`src/rtl/acc_pkg.sv`:
```
// acc_pkg: phase and opcode encodings shared by the accumulator core.
// Assumes a fixed 3-bit opcode; data and address widths are parameters elsewhere.
package acc_pkg;

    typedef enum logic [2:0] {
        PH_FETCH  = 3'd0,
        PH_LOADIR = 3'd1,
        PH_DECODE = 3'd2,
        PH_MWAIT  = 3'd3,
        PH_EXEC   = 3'd4,
        PH_HALT   = 3'd5
    } phase_t;

    typedef enum logic [2:0] {
        OP_NOP   = 3'd0,
        OP_LOAD  = 3'd1,
        OP_STORE = 3'd2,
        OP_ADD   = 3'd3,
        OP_SUB   = 3'd4,
        OP_EQUAL = 3'd5,
        OP_JUMP  = 3'd6,
        OP_HALT  = 3'd7
    } opcode_t;

    // True when the instruction needs a value read from memory before execute.
    function automatic logic reads_memory(opcode_t op, logic imm);
        return !imm && (op == OP_LOAD || op == OP_ADD ||
                        op == OP_SUB  || op == OP_EQUAL);
    endfunction

endpackage

```
`src/rtl/acc_seq.sv`:
```
// acc_seq: phase sequencer for the accumulator core.
// Steps fetch, IR load, decode, optional memory wait and execute.
// Parks in PH_HALT after a halt instruction. Assumes op/imm come from
// an IR that is valid from PH_DECODE onward.
module acc_seq
    import acc_pkg::*;
(
    input  logic    clk,
    input  logic    rst_n,
    input  opcode_t op,
    input  logic    imm,
    output phase_t  phase
);

    phase_t phase_nxt;

    // Next-phase selection.
    always_comb begin
        case (phase)
            PH_FETCH:  phase_nxt = PH_LOADIR;
            PH_LOADIR: phase_nxt = PH_DECODE;
            PH_DECODE: phase_nxt = reads_memory(op, imm) ? PH_MWAIT : PH_EXEC;
            PH_MWAIT:  phase_nxt = PH_EXEC;
            PH_EXEC:   phase_nxt = (op == OP_HALT) ? PH_HALT : PH_FETCH;
            PH_HALT:   phase_nxt = PH_HALT;
            default:   phase_nxt = PH_FETCH;
        endcase
    end

    // Phase register with synchronous active-low reset.
    always_ff @(posedge clk) begin
        if (!rst_n) phase <= PH_FETCH;
        else        phase <= phase_nxt;
    end

    AST_HALT_STICKY: assert property (@(posedge clk) disable iff (!rst_n)
        phase == PH_HALT |=> phase == PH_HALT);
    AST_FETCH_THEN_LOAD: assert property (@(posedge clk) disable iff (!rst_n)
        phase == PH_FETCH |=> phase == PH_LOADIR);
    AST_WAIT_AFTER_DECODE: assert property (@(posedge clk) disable iff (!rst_n)
        phase == PH_MWAIT |-> $past(phase) == PH_DECODE);

endmodule

```
`src/rtl/acc_alu.sv`:
```
// acc_alu: combinational accumulator arithmetic and equality compare.
// Assumes two's complement operands of DATA_W bits; sums wrap.
module acc_alu
    import acc_pkg::*;
#(
    parameter int DATA_W = 16
) (
    input  opcode_t           op,
    input  logic [DATA_W-1:0] acc,
    input  logic [DATA_W-1:0] opnd,
    output logic              acc_load,
    output logic [DATA_W-1:0] acc_res,
    output logic              match
);

    // Result and write enable for the accumulator.
    always_comb begin
        acc_load = 1'b1;
        case (op)
            OP_LOAD: acc_res = opnd;
            OP_ADD:  acc_res = acc + opnd;
            OP_SUB:  acc_res = acc - opnd;
            default: begin
                acc_res  = acc;
                acc_load = 1'b0;
            end
        endcase
    end

    // Equality used by the skip instruction.
    assign match = (acc == opnd);

endmodule

```
`src/rtl/acc_regs.sv`:
```
// acc_regs: program counter, instruction, accumulator and operand registers.
// Each register updates only in its own phase. Assumes mem_rdata holds the
// word addressed in the previous cycle.
module acc_regs
    import acc_pkg::*;
#(
    parameter int DATA_W = 16,
    parameter int ADDR_W = 6
) (
    input  logic              clk,
    input  logic              rst_n,
    input  phase_t            phase,
    input  opcode_t           op,
    input  logic              imm,
    input  logic [ADDR_W-1:0] field,
    input  logic [DATA_W-1:0] mem_rdata,
    input  logic              acc_load,
    input  logic [DATA_W-1:0] acc_res,
    input  logic              match,
    output logic [ADDR_W-1:0] pc,
    output logic [ADDR_W+3:0] ir,
    output logic [DATA_W-1:0] acc,
    output logic [DATA_W-1:0] opnd
);

    localparam int INSN_W = ADDR_W + 4;
    localparam logic [ADDR_W-1:0] PC_ONE = {{(ADDR_W-1){1'b0}}, 1'b1};

    // Phase-directed register updates.
    always_ff @(posedge clk) begin
        if (!rst_n) begin
            pc   <= '0;
            ir   <= '0;
            acc  <= '0;
            opnd <= '0;
        end else begin
            case (phase)
                PH_LOADIR: begin
                    ir <= mem_rdata[INSN_W-1:0];
                    pc <= pc + PC_ONE;
                end
                PH_DECODE: begin
                    if (!reads_memory(op, imm))
                        opnd <= {{(DATA_W-ADDR_W){1'b0}}, field};
                end
                PH_MWAIT: opnd <= mem_rdata;
                PH_EXEC: begin
                    if (acc_load)
                        acc <= acc_res;
                    if (op == OP_EQUAL && match)
                        pc <= pc + PC_ONE;
                    else if (op == OP_JUMP)
                        pc <= field;
                end
                default: ;
            endcase
        end
    end

    AST_PC_STEP: assert property (@(posedge clk) disable iff (!rst_n)
        phase == PH_LOADIR |=> pc == $past(pc) + PC_ONE);
    AST_SKIP_ON_MATCH: assert property (@(posedge clk) disable iff (!rst_n)
        (phase == PH_EXEC && op == OP_EQUAL && match) |=> pc == $past(pc) + PC_ONE);
    AST_ACC_ONLY_IN_EXEC: assert property (@(posedge clk) disable iff (!rst_n)
        phase != PH_EXEC |=> $stable(acc));

endmodule

```
`src/rtl/accum_core.sv`:
```
// accum_core: multicycle accumulator processor with a synchronous memory port.
// Instruction layout in a word: opcode [ADDR_W+3:ADDR_W+1], mode [ADDR_W],
// field [ADDR_W-1:0]. Assumes one cycle of read latency on mem_rdata and
// DATA_W >= ADDR_W + 4.
module accum_core
    import acc_pkg::*;
#(
    parameter int DATA_W = 16,
    parameter int ADDR_W = 6
) (
    input  logic              clk,
    input  logic              rst_n,
    output logic [ADDR_W-1:0] mem_addr,
    output logic [DATA_W-1:0] mem_wdata,
    output logic              mem_we,
    input  logic [DATA_W-1:0] mem_rdata,
    output logic              halted
);

    localparam int INSN_W = ADDR_W + 4;

    phase_t            phase;
    opcode_t           op;
    logic              imm;
    logic [ADDR_W-1:0] field;
    logic [ADDR_W-1:0] pc;
    logic [INSN_W-1:0] ir;
    logic [DATA_W-1:0] acc;
    logic [DATA_W-1:0] opnd;
    logic              acc_load;
    logic [DATA_W-1:0] acc_res;
    logic              match;

    // Instruction field split.
    assign op    = opcode_t'(ir[INSN_W-1:ADDR_W+1]);
    assign imm   = ir[ADDR_W];
    assign field = ir[ADDR_W-1:0];

    acc_seq u_seq (
        .clk   (clk),
        .rst_n (rst_n),
        .op    (op),
        .imm   (imm),
        .phase (phase)
    );

    acc_alu #(.DATA_W(DATA_W)) u_alu (
        .op       (op),
        .acc      (acc),
        .opnd     (opnd),
        .acc_load (acc_load),
        .acc_res  (acc_res),
        .match    (match)
    );

    acc_regs #(.DATA_W(DATA_W), .ADDR_W(ADDR_W)) u_regs (
        .clk       (clk),
        .rst_n     (rst_n),
        .phase     (phase),
        .op        (op),
        .imm       (imm),
        .field     (field),
        .mem_rdata (mem_rdata),
        .acc_load  (acc_load),
        .acc_res   (acc_res),
        .match     (match),
        .pc        (pc),
        .ir        (ir),
        .acc       (acc),
        .opnd      (opnd)
    );

    // Memory port: fetch at PC, otherwise at the operand field.
    assign mem_addr  = (phase == PH_FETCH) ? pc : field;
    assign mem_wdata = acc;
    assign mem_we    = (phase == PH_EXEC) && (op == OP_STORE) && !imm;
    assign halted    = (phase == PH_HALT);

    AST_RESET_CLEARS: assert property (@(posedge clk)
        !rst_n |=> (pc == '0 && acc == '0 && !halted));
    AST_SINGLE_WRITE: assert property (@(posedge clk) disable iff (!rst_n)
        mem_we |=> !mem_we);
    AST_HALT_NO_WRITE: assert property (@(posedge clk) disable iff (!rst_n)
        halted |-> !mem_we);
    AST_HALT_FROZEN: assert property (@(posedge clk) disable iff (!rst_n)
        halted |=> ($stable(pc) && $stable(acc)));

endmodule

```
`config.mk`:
```
export PLATFORM = sky130hd
export DESIGN_NAME = accum_core
export DESIGN_NICKNAME = d
export VERILOG_FILES = /design/src/rtl/acc_pkg.sv /design/src/rtl/acc_seq.sv /design/src/rtl/acc_alu.sv /design/src/rtl/acc_regs.sv /design/src/rtl/accum_core.sv
export SDC_FILE = /design/constraint.sdc
export NUM_CORES = 1
export LEC_CHECK = 0
export ABC_AREA = 1
export BUFFER_PORTS_ARGS = -buffer_cell sky130_fd_sc_hd__buf_2
export CORE_ASPECT_RATIO = 1.2
export CORE_MARGIN = 1
export CORE_UTILIZATION = 50
export DETAILED_ROUTE_END_ITERATION = 8
export PLACE_DENSITY = 0.69
export SYNTH_ARGS = -nofsm -noshare
export SYNTH_HDL_FRONTEND = slang
export SYNTH_HIERARCHICAL = 1
export SYNTH_SLANG_ARGS = --single-unit
```
`constraint.sdc`:
```
create_clock -name clk -period 5.5 [get_ports clk]
set_input_delay 1.1 -clock clk [delete_from_list [all_inputs] [get_ports clk]]
set_output_delay 1.1 -clock clk [all_outputs]
set_load 0.02 [all_outputs]
```
# Yosys cells after proc, flatten, opt, wreduce, memory -nomap -nowiden
# Cells that the tools add are included.
# op_classes
n_reduce_logical	16
eq_ne	15
n_mux	11
add_sub_neg	3
# ops
cell	count
$pmux 16 s3	1
$pmux 16 s2	1
$eq 3x3->1 const B	6
$mux 6	3
$pmux 3 s6	1
$add 16x16->16	1
$eq 16x16->1	1
$mux 16	1
$sub 16x16->16	1
$eq 3x2->1 const B	4
$pmux 6 s2	1
$add 6x1->6 const B	1
$eq 3x1->1 const B	2
$mux 3	2
$logic_and 1x1->1	4
$reduce_and 2->1	2
$reduce_bool 2->1	2
$logic_not 3->1	1
$logic_or 1x1->1	3
$ne 3x1->1 const B	1
$reduce_and 3->1	1
$reduce_bool 3->1	1
$reduce_or 3->1	1
$ne 2x2->1 const B	1
other kinds (2)	2
# totals
in_bits	18
reg_bits	51
out_inout_bits	24

# Logic depth before layout (Yosys ltp)
# depth
word_depth	7
mapped_depth	16

# Hierarchy
# The synthesis kept the hierarchy.
# modules_own_cells
module	seq_area_each_um2	instances	area_each_um2	cells_each
acc_alu	0.0	1	2368.5	466
acc_regs	960.9	1	2020.7	278
acc_seq	60.1	1	176.4	32
accum_core	0.0	1	136.4	30

# Least setup slack after synthesis
# Ideal clock, no wire load.
# synth_timing
path_type	reg-to-reg
from	register u_regs.acc[6]
to	register u_regs.pc[0]
slack_ps	3268
required_ps	5384
path_buffers	0
synth_period_minus_slack_ps	2232
arrival_time_ps	2116
setup_time_ps	116
stages_incl_launch_ff	15
path_cell_list	dfxtp_1 ha_1 nand2_2 nor2_1 nand4_1 nor4b_2 nand2_1 inv_1 nand2_1 nand2_1 nand2_1 nand2_2 inv_1 nor2_1 nor2_1
# synth_via
elab_chain_cells	4
# synth_rtl
element	line_no	text
from (decl)	acc_regs.sv:22	output logic [DATA_W-1:0] acc,
from (signal assigned)	acc_regs.sv:49	acc <= acc_res;
$eq 16x16->1 (*)	acc_alu.sv:31	assign match = (acc == opnd);
net match	accum_core.sv:32	logic match;
$logic_and 1x1->1 (*)	acc_regs.sv:50	if (op == OP_EQUAL && match)
$mux 6 or $ne 3x1->1 (tied branches)	--	
$pmux 6 s2 or $reduce_and 2->1 (tied branches)	--	
to (signal assigned)	acc_regs.sv:40	pc <= pc + PC_ONE;
to (signal assigned)	acc_regs.sv:51	pc <= pc + PC_ONE;
to (signal assigned)	acc_regs.sv:53	pc <= field;
to (decl)	acc_regs.sv:20	output logic [ADDR_W-1:0] pc,
# Mark *: on every way through the listed nets, which the timed path passes. The rest lies on a longest branch.
# A chain may end at the register's enable or synchronous reset.

# Worst setup path in the final report
# layout_timing
from	register u_regs.opnd[5]
to	register u_regs.pc[1]
# layout_via
elab_chain_cells	4
# layout_rtl
element	line_no	text
from (decl)	acc_regs.sv:23	output logic [DATA_W-1:0] opnd
from (signal assigned)	acc_regs.sv:44	opnd <= {{(DATA_W-ADDR_W){1'b0}}, field};
from (signal assigned)	acc_regs.sv:46	PH_MWAIT: opnd <= mem_rdata;
$eq 16x16->1 (*)	acc_alu.sv:31	
net match	accum_core.sv:32	
$logic_and 1x1->1 (*)	acc_regs.sv:50	
$mux 6 or $ne 3x1->1 (tied branches)	--	
$pmux 6 s2 or $reduce_and 2->1 (tied branches)	--	
# Marks and branches as above.

==> results by group <==
Run status
  • Status: finished, final reports clean

Timing
  • Count of endpoints failing setup in the final report: 0
  • Slew HR: 50.7%
  • RSZ-0062 raised after global routing: no
  • Fmax: 379 MHz
  • WHS: 0.478 ns
  • Min Clock Period, post-route: 2.64 ns
  • TNS Setup: 0 ns
  • Fin crit share: a little under half
  • Worst Clk Skew: 0.00911 ns
  • Final slew viol count: 0
  • Endpoints failing hold: 0
  • Worst-Margin Slew: 0.737 ns

Die
  • Total die area: approximately 10000 sq um
  • Core area: 9080 sq um
  • Initial Util: 51.8%
  • Die height: 108 um
  • I/O pin cnt: 42
  • Die W: 90.5 um
  • Row count: 38

Logic synthesis
  • Commonest register cell after synthesis: dfxtp_1
  • Register area share after synthesis: 21.7%
  • Synthesized flop and latch total: 51
  • Average cell area after synthesis: 5.83 sq um
  • Post-synth cell types: 44
  • Number of synthesis warnings: 6
  • Post-synth EDFFs: 0
  • Fraction of registers with async set/reset: 0%
  • Cell count after synthesis: 806
  • Mapped cell area: 4700 sq um
  • Total nets after synthesis: 857

CTS
  • Clock Tree Buf Depth: 2
  • Postcts setup bufs: 0
  • Clock root buffer: clkbuf_8
  • Worst skew pair latency: ~0.32 ns
  • CTS Buf Count: 5
  • CTS tree: done
  • Post-CTS Hold Fix Bufs: 0
  • # resized after CTS: 0
  • Clk sink count: 51
  • Clock transition at path regs: 0.09 ns
  • H-Tree Depth: 2

Setup path
  • Startpoint Class: register
  • CP Data Arrival Time: 2.85 ns
  • CP endpoint kind: register
  • Req. time, crit path: 5.71 ns
  • Critical path type: reg -> reg
  • Sequence of cells on the critical path: inv_1 -> ha_1 -> nand2_1 -> nor2_1 -> nand4_1 -> nor4b_2 -> nand2_1 -> inv_1 -> nand2_1 -> nand2_1 -> nand2_1 -> nand2_2 -> inv_1 -> nor2_1 -> nor2_1
  • Max incr delay on CP: between 0.4 and 0.5 ns
  • CP Max Fanout: 9
  • Slowest cell on crit path: ha_1
  • CP dominant cell by count: nand2_1

Final layout
  • Antenna fix cells: 0
  • Most frequent cells in the layout: nand2_1 (249), inv_1 (121), nand3_1 (79)
  • Design Area, Final: 5040 sq um
  • Final core occ: 55.5%
  • Commonest non-fill, non-tap cell in the layout: nand2_1
  • Layout Nets: 882
  • Share of cells above drive strength 1: 11.3%
  • Number of fill cells in the layout: 962
  • Area Growth Syn to Fin: 7.18%

Routing
  • TritonRoute pass-1 iters: 5
  • Via-to-Cell Ratio: ~5.3
  • Via count: 5,058
  • DRC: 0
  • WL/cell: 14.2 um
  • DR iter-0 viols: approximately 290
  • Final antenna-violating net count: 0
  • Post-Route WL: between 10,000 and 15,000 um

Power and ir drop
  • Max VDD drop: approximately 0.19 mV
  • P_leak: 2.59 nW
  • Overall power: 1.30 mW
  • Pwr Density: around 260 nW/um^2

GRT
  • Gr usage total: between 20 and 30%
  • Grt total ovfl: 0
  • Vias in the first global route: 4,517
  • First-pass GRT wire length: 22,000 um
  • Largest net degree at the start of global routing: 29
  • Initial antenna violation count: 0

Place
  • Port Buf Inserts: 41
  • GP Congestion: 0.965
  • Dpl cell area: 4930 sq um
  • HPWL after DPL: 10,400 um

Run
  • Max cap viols: 0

Worst hold path
  • Min-Delay Path Class: reg -> reg
## cell usage after synthesis (2+ instances only)
| cell type | n | share of area (%) |
|---|---|---|
| nor2_1 | 62 | 4.9 |
| nand4_1 | 16 | 2.1 |
| inv_2 | 14 | 1.1 |
| and2_1 | 4 | 0.53 |
| buf_4 | 5 | 0.80 |
| nand3_2 | 3 | 0.64 |
| o21ai_1 | 7 | 0.75 |
| nor3_2 | 2 | 0.43 |
| nand3_1 | 79 | 8.4 |
| nand2_4 | 2 | 0.48 |
| buf_6 | 2 | 0.48 |
| dfxtp_1 | 51 | 22 |
| inv_1 | 121 | 9.7 |
| nand2_1 | 249 | 20 |
| o21ai_0 | 33 | 3.5 |
| o2111ai_1 | 4 | 0.75 |
| o21bai_1 | 2 | 0.32 |
| nor3_1 | 4 | 0.43 |
| fa_1 | 2 | 0.85 |
| ha_1 | 31 | 8.2 |
| buf_1 | 3 | 0.24 |
| nand2_2 | 10 | 1.3 |
| a21oi_1 | 60 | 6.4 |
| clkbuf_1 | 4 | 0.32 |
| nor2_2 | 5 | 0.67 |
| a21oi_2 | 2 | 0.37 |
| xor2_1 | 2 | 0.37 |
| buf_2 | 11 | 1.2 |
## worst max-delay path, delay by kind of cell, from the launching register on
family                   cells  cell delay, ns
flip-flops                   1            0.37
AND/OR/NAND/NOR             11            1.43
buffers and inverters        3            0.25
adder cells (fa/ha/maj)      1            0.47
## per-stage QoR
step,setup WS (ns),std cells
6_report,2.86,951
4_1_cts,2.88,951
5_1_grt,2.61,951
3_5_place_dp,2.90,944
3_3_place_gp,2.99,944
2_1_floorplan,3.27,806
## cells by family (layout without fill, tap and decap cells)
logic type | count (synthesis) | after routing | share of synthesized area (%)
flip-flops | 51 | 51 | 21.7
AND/OR/NAND/NOR | 442 | 442 | 41.2
adder cells (fa/ha/maj) | 33 | 33 | 9.10
buffers and inverters | 162 | 187 | 14.0
AO/OA/AOI/OAI | 115 | 115 | 13.4
XOR/XNOR | 3 | 3 | 0.559
## worst paths after layout
path,from,endpoint,slack [ns],depth (start not counted)
worst max register to register,u_regs/opnd[5]$_SDFFE_PN0P_,u_regs/pc[1]$_SDFFE_PN0P_,2.86,15
worst min register to register,u_regs/ir[1]$_SDFFE_PN0P_,u_regs/ir[1]$_SDFFE_PN0P_,0.48,2
worst min-delay path,u_regs/ir[1]$_SDFFE_PN0P_,u_regs/ir[1]$_SDFFE_PN0P_,0.48,2
worst max-delay path,u_regs/opnd[5]$_SDFFE_PN0P_,u_regs/pc[1]$_SDFFE_PN0P_,2.86,15
## routing by layer
metal | track usage, % | vias up | routed length (um)
li1 | - | 2592 | -
met1 | 37.5 | 2307 | 6380
met2 | 48.2 | 145 | 6280
met3 | 2.95 | 14 | 668
met4 | 7.03 | 0 | 206
met5 | 0 | - | 0
## cell type report
cell class,instances,area (sq um),share of cell area [%]
tap,120,150,2.98
clock inverter,2,37.5,0.745
inverter,136,510,10.1
timing repair buffer,44,228,4.52
multi-input combinational,593,3020,60.0
clock buffer,5,68.8,1.37
sequential,51,1020,20.3
## state kept, by name (all words and copies together), names as in the netlist
| name | flops |
|---|---|
| u_regs/ir | 10 |
| u_regs/pc | 6 |
| u_seq/phase | 3 |
| u_regs/acc | 16 |
| u_regs/opnd | 16 |
## power breakdown
| part | internal [mW] | switching [mW] |
|---|---|---|
| Sequential | 0.407 | 0.0603 |
| Clock | 0.133 | 0.135 |
| Combinational | 0.175 | 0.385 |
| Total | 0.715 | 0.580 |
Power figures use the tool's default switching activity.
